===== config.mk =====
export PLATFORM = sky130hd
export DESIGN_NAME = trace_gate
export DESIGN_NICKNAME = d
export VERILOG_FILES = /design/src/rtl/trace_gate_pkg.sv /design/src/rtl/trace_cfg_bank.sv /design/src/rtl/trace_match.sv /design/src/rtl/trace_window.sv /design/src/rtl/trace_gate.sv
export SDC_FILE = /design/constraint.sdc
export NUM_CORES = 1
export LEC_CHECK = 0
export BUFFER_PORTS_ARGS = -buffer_cell sky130_fd_sc_hd__buf_4
export CAP_MARGIN = 20
export CORE_MARGIN = 2
export CORE_UTILIZATION = 56
export DETAILED_ROUTE_END_ITERATION = 12
export PLACE_DENSITY = 0.76
export SYNTH_ARGS = -nofsm -noshare
export SYNTH_HDL_FRONTEND = slang
export SYNTH_SLANG_ARGS = --single-unit

===== constraint.sdc =====
create_clock -name clk -period 2.17 [get_ports clk]
set_input_delay 0.651 -clock clk [delete_from_list [all_inputs] [get_ports clk]]
set_output_delay 0.651 -clock clk [all_outputs]
set_load 0.02 [all_outputs]

===== src/rtl/trace_gate_pkg.sv =====
package trace_gate_pkg;
  localparam int OP_W   = 5;
  localparam int ID_W   = 6;
  localparam int ADDR_W = 36;
  localparam int DATA_W = 64;
  localparam int NOPS   = 1 << OP_W;
  localparam int NIDS   = 1 << ID_W;
  localparam int NSETS  = 3;
  localparam int SET_W  = 2;
  localparam int FLD_W  = 3;

  localparam int SET_FILT  = 0;
  localparam int SET_START = 1;
  localparam int SET_STOP  = 2;

  localparam logic [OP_W-1:0] OP_IDLE  = 5'h1E;
  localparam logic [OP_W-1:0] OP_IORSP = 5'h1F;

  typedef enum logic [FLD_W-1:0] {
    FLD_CMD  = 3'd0,
    FLD_SRC  = 3'd1,
    FLD_DST  = 3'd2,
    FLD_ACMP = 3'd3,
    FLD_AMSK = 3'd4,
    FLD_CTRL = 3'd7
  } fld_e;

  typedef struct packed {
    logic [NOPS-1:0]   cmd_m;
    logic [NIDS-1:0]   src_m;
    logic [NIDS-1:0]   dst_m;
    logic [ADDR_W-1:0] a_cmp;
    logic [ADDR_W-1:0] a_msk;
  } mset_t;
endpackage


===== src/rtl/trace_cfg_bank.sv =====
module trace_cfg_bank
  import trace_gate_pkg::*;
(
  input  logic                    clk,
  input  logic                    rst_n,
  input  logic                    cfg_we,
  input  logic [SET_W-1:0]        cfg_set,
  input  logic [FLD_W-1:0]        cfg_field,
  input  logic [DATA_W-1:0]       cfg_wdata,
  output mset_t [NSETS-1:0]       sets_o,
  output logic                    ctl_en,
  output logic                    ctl_trig
);
  logic cfg_unused;
  assign cfg_unused = ^{cfg_wdata[DATA_W-1:ADDR_W]};

  for (genvar g = 0; g < NSETS; g++) begin : g_set
    mset_t cur_q, nxt;
    logic  wr_hit;

    assign wr_hit = cfg_we && (cfg_set == SET_W'(g));

    always_comb begin
      nxt = cur_q;
      case (fld_e'(cfg_field))
        FLD_CMD:  nxt.cmd_m = cfg_wdata[NOPS-1:0];
        FLD_SRC:  nxt.src_m = cfg_wdata[NIDS-1:0];
        FLD_DST:  nxt.dst_m = cfg_wdata[NIDS-1:0];
        FLD_ACMP: nxt.a_cmp = cfg_wdata[ADDR_W-1:0];
        FLD_AMSK: nxt.a_msk = cfg_wdata[ADDR_W-1:0];
        default:  nxt = cur_q;
      endcase
    end

    always_ff @(posedge clk or negedge rst_n) begin
      if (!rst_n)      cur_q <= '0;
      else if (wr_hit) cur_q <= nxt;
    end

    assign sets_o[g] = cur_q;
  end

  logic ctl_wr;
  logic en_q, trig_q;
  assign ctl_wr = cfg_we && (fld_e'(cfg_field) == FLD_CTRL);

  always_ff @(posedge clk or negedge rst_n) begin
    if (!rst_n) begin
      en_q   <= 1'b0;
      trig_q <= 1'b0;
    end else if (ctl_wr) begin
      en_q   <= cfg_wdata[0];
      trig_q <= cfg_wdata[1];
    end
  end

  assign ctl_en   = en_q;
  assign ctl_trig = trig_q;
endmodule


===== src/rtl/trace_match.sv =====
module trace_match
  import trace_gate_pkg::*;
(
  input  logic [OP_W-1:0]   op,
  input  logic [ID_W-1:0]   src,
  input  logic [ID_W-1:0]   dst,
  input  logic [ADDR_W-1:0] addr,
  input  mset_t             mset,
  output logic              hit
);
  logic op_ok, src_ok, dst_ok, addr_ok;

  always_comb begin
    op_ok   = mset.cmd_m[op];
    src_ok  = mset.src_m[src];
    dst_ok  = mset.dst_m[dst];
    addr_ok = ((addr ^ mset.a_cmp) & mset.a_msk) == '0;
    hit     = op_ok & src_ok & dst_ok & addr_ok;
  end
endmodule


===== src/rtl/trace_window.sv =====
module trace_window (
  input  logic clk,
  input  logic rst_n,
  input  logic cmd_ok,
  input  logic hit_filt,
  input  logic hit_start,
  input  logic hit_stop,
  input  logic en,
  input  logic trig,
  output logic trace_wr,
  output logic window_open
);
  logic win_q, win_d;
  logic trc_q, trc_d;
  logic in_win;

  always_comb begin
    in_win = win_q | hit_start;
    win_d  = win_q;
    trc_d  = 1'b0;
    if (!en) begin
      win_d = 1'b0;
    end else if (cmd_ok) begin
      if (!trig) begin
        trc_d = hit_filt;
      end else begin
        trc_d = in_win & (hit_filt | hit_start | hit_stop);
        if (in_win && hit_stop)  win_d = 1'b0;
        else if (hit_start)      win_d = 1'b1;
      end
    end
  end

  always_ff @(posedge clk or negedge rst_n) begin
    if (!rst_n) begin
      win_q <= 1'b0;
      trc_q <= 1'b0;
    end else begin
      win_q <= win_d;
      trc_q <= trc_d;
    end
  end

  assign trace_wr    = trc_q;
  assign window_open = win_q;
endmodule


===== src/rtl/trace_gate.sv =====
module trace_gate
  import trace_gate_pkg::*;
(
  input  logic                clk,
  input  logic                rst_n,
  input  logic                cmd_vld,
  input  logic [OP_W-1:0]     cmd_op,
  input  logic [ID_W-1:0]     cmd_src,
  input  logic [ID_W-1:0]     cmd_dst,
  input  logic [ADDR_W-1:0]   cmd_addr,
  input  logic                cfg_we,
  input  logic [SET_W-1:0]    cfg_set,
  input  logic [FLD_W-1:0]    cfg_field,
  input  logic [DATA_W-1:0]   cfg_wdata,
  output logic                trace_wr,
  output logic                window_open
);
  mset_t [NSETS-1:0] sets;
  logic  [NSETS-1:0] hits;
  logic              ctl_en, ctl_trig;
  logic              cmd_ok;

  trace_cfg_bank u_cfg (
    .clk       (clk),
    .rst_n     (rst_n),
    .cfg_we    (cfg_we),
    .cfg_set   (cfg_set),
    .cfg_field (cfg_field),
    .cfg_wdata (cfg_wdata),
    .sets_o    (sets),
    .ctl_en    (ctl_en),
    .ctl_trig  (ctl_trig)
  );

  for (genvar s = 0; s < NSETS; s++) begin : g_match
    trace_match u_match (
      .op   (cmd_op),
      .src  (cmd_src),
      .dst  (cmd_dst),
      .addr (cmd_addr),
      .mset (sets[s]),
      .hit  (hits[s])
    );
  end

  assign cmd_ok = cmd_vld && (cmd_op != OP_IDLE) && (cmd_op != OP_IORSP);

  trace_window u_win (
    .clk         (clk),
    .rst_n       (rst_n),
    .cmd_ok      (cmd_ok),
    .hit_filt    (hits[SET_FILT]),
    .hit_start   (hits[SET_START]),
    .hit_stop    (hits[SET_STOP]),
    .en          (ctl_en),
    .trig        (ctl_trig),
    .trace_wr    (trace_wr),
    .window_open (window_open)
  );
endmodule


==> impl_metrics.ini <==
[synthesis]
muxShareOfSynthArea = 0.344
synth_area_um2 = 31700
seq_area_frac_synth = 0.552
ys_types = 62
synthFlopType = dfrtp_1
synth_top_family_by_area = multiplexers
netlist.top_cell.by_area = dfrtp_1
synth_simple_gate_area_frac = 0.0194
synth_edf_count = 0
synth_top_area_share = 0.552
synth_xor_area_frac = 0.0298
synthTopCellsByArea = dfrtp_1, mux2_2, mux4_2
ys_warn_count = 0
ys_ff_latch = 700
synthAdderAreaFrac = 0
syn_area_per_cell_um2 = 15.5
synth_cells = 2042
syn-num-nets = 2168
synth_compound_area_frac = 0.0288
synthArstFlopShare = 1.00

[power]
ir_drop_v = 0.000611
p_leak_nw = 17.5
power.density_nw_per_um2 = 969

[critical_path]
cp-startpoint = cmd_dst[0]
reg2reg_from = u_cfg.sets_o[545]$_DFFE_PN0P_
rr_endpoint = u_win.trace_wr$_DFF_PN0_
worstSetupEndpointType = flop
critPathKind = in -> reg
worst-path-max-fanout = 8
cp.arrival_ns = 2.83
startpoint_type = input pin
cp.required_ns = 2.64
ff2ff_setup_slack_ns = -0.16
ff2ff_path_depth = 9

[timing]
hold_viol = 0
tns_ns = -0.313
fin_crit_ns = 2.36
max_slew.worst_pin.slew_ns = 0.622
period_share = 1.09
rsz0062_at_grt = true
skew_ns = 0.0269
setup_ws_ns = -0.185
setup_viol = 2
relSlewSlack = 0.585
clock.fmax_mhz = 425
drv_slew = 0

[run]
maxCapViolCount = 0

[outcome]
status = finished with violations
violations = setup timing

[floorplanning]
die_w_um = 242
start_util = 0.565
die-area_um2 = 58600
top_level_ports = 128
core-area_um2 = 56200
die_h_um = 242
rows = 87

[detailed_routing]
vias = 19200
drt_iter0_drc = 1419
wl_um = 84600
antenna_left = 0
drc = 0
first_pass_iters = 5
routed_via_density = 6.18
wire_per_inst_um = 27.2

[clocking]
cts_tree = done
cts_setup_buffers = 0
clk_pin_slew_ns = 0.06
clk_latency_ns = 0.61
htreeDepth = 3
cts_inserted_buffers = 72
clock-root-buffer = clkbuf_16
cts.sinks = 700
clk_path_buf_depth = 3

[hold_path]
hold_start = cfg_wdata[36]
min_path_cells = 2
min_path_type = in -> reg
min_to = u_cfg.sets_o[636]$_DFFE_PN0P_

[cells_and_area]
seq_area_um2 = 17500
fin_area_um2 = 37500
layout-drive-gt1-share = 0.547
finalNetCount = 2424
fin_util = 0.668
areaGrowthSynthToFinish_pct = 18.2
nFillCells = 3893
multiInputGateArea_um2 = 13500

[place]
place.gp.congestion = 0.880
dp_hpwl_um = 57400
port_buffers = 127
postPlaceCellArea_um2 = 34900

[global_routing]
grt_max_degree = 95
grt_first_pass_wirelength_um = 130000
grt.overflow.total = 0
grt_pass1_vias = 20700
grtUsageTotal = 0.294
antenna_found_initial = 4
## flip-flops by register name, indices dropped and copies added, names as in the netlist
register,count
u_cfg.ctl_en,1
u_win.window_open,1
u_cfg.sets_o,696
u_cfg.ctl_trig,1
u_win.trace_wr,1
## final cells by class
cell class	count	area share
diodes	1	0.0000667
clock buffers	106	0.0582
clock inverters	21	0.00797
inverters	9	0.000900
multi-input cells	1191	0.360
flip-flops and latches	700	0.467
well taps	756	0.0252
repair buffers	324	0.0806
## how the worst max path moves through the flow
stage	endpoint	slack, ns	depth (start not counted)
after floorplan	u_win.trace_wr$_DFF_PN0_	-0.22	10
after global placement	u_win.trace_wr$_DFF_PN0_	-0.74	11
after detailed placement	u_win.trace_wr$_DFF_PN0_	-0.78	9
after CTS	u_win.trace_wr$_DFF_PN0_	-0.13	9
after global routing	u_win.trace_wr$_DFF_PN0_	-0.25	10
final	u_win.trace_wr$_DFF_PN0_	-0.19	10
## cells by family (layout without fill, tap and decap cells)
group / Yosys count / count (layout)
muxes: 848 / 848
DFF: 700 / 700
buffers and inverters: 151 / 460
AOI/OAI and AO/OA: 119 / 119
and+or+nand+nor: 116 / 116
xor gates and xnor gates: 108 / 108
other: 0 / 1
## timing repair
action	CTS	global route
pin swaps	7	0
endpoints found under the hold margin	20	0
hold buffers	1	0
resized for setup	18	4
endpoints found under the setup margin	2	2
## stage by stage
step	total power (W)	hold WS [ns]	worst slack, ns	cells
2_1_floorplan	0.0209	0.355	-0.216	2042
4_1_cts	0.0365	0.320	-0.132	3107
5_1_grt	0.0378	0.326	-0.247	3107
3_5_place_dp	0.0235	0.486	-0.778	2979
6_report	0.0363	0.338	-0.185	3108
3_3_place_gp	0.0231	0.479	-0.742	2979
## power by group
part | internal (W) | switching, W
registers | 0.0156 | 0.00142
clock network | 0.00781 | 0.00511
logic | 0.00371 | 0.00270
## routing by layer
metal	track usage	up-vias	wire length (um)
met5	0	-	18
met4	0.101	4	2570
met3	0.0539	143	5220
met2	0.484	630	41700
met1	0.397	10300	35100
li1	-	8085	-
## critical path, cell delays in order
cell,delay [ns]
buf_4,0.14
buf_12,0.15
mux4_1,0.58
mux2i_1,0.43
o311ai_1,0.15
buf_4,0.16
nor2_1,0.17
nor3_1,0.08
o2111ai_1,0.15
o32ai_2,0.14
## cells in the final DEF (no fill, tap or decap), types with 14 or more instances in the layout
cell type	instances
clkbuf_8	19
mux2_2	715
buf_12	46
nand2_1	23
nor2_1	14
mux2i_1	14
buf_4	274
mux4_2	98
a22o_1	16
mux4_1	18
xor2_1	108
dfrtp_1	700
clkbuf_16	75
a22oi_1	28
## cell usage after synthesis, drive strengths merged (3+ instances only)
cell type	number
mux2	718
dfrtp	700
mux4	116
xor2	108
clkbuf	99
buf	42
nand2	32
a22oi	29
a221oi	16
a22o	16
nor2	16
mux2i	14
o21ai	12
nor3	11
o22ai	11
a21oi	10
nand4	10
inv	9
nand3	9
nor2b	8
nor3b	7
a2111oi	5
a211oi	5
nor4	5
and3	3
nand3b	3
No activity file was read; power rests on OpenSTA's default activity.
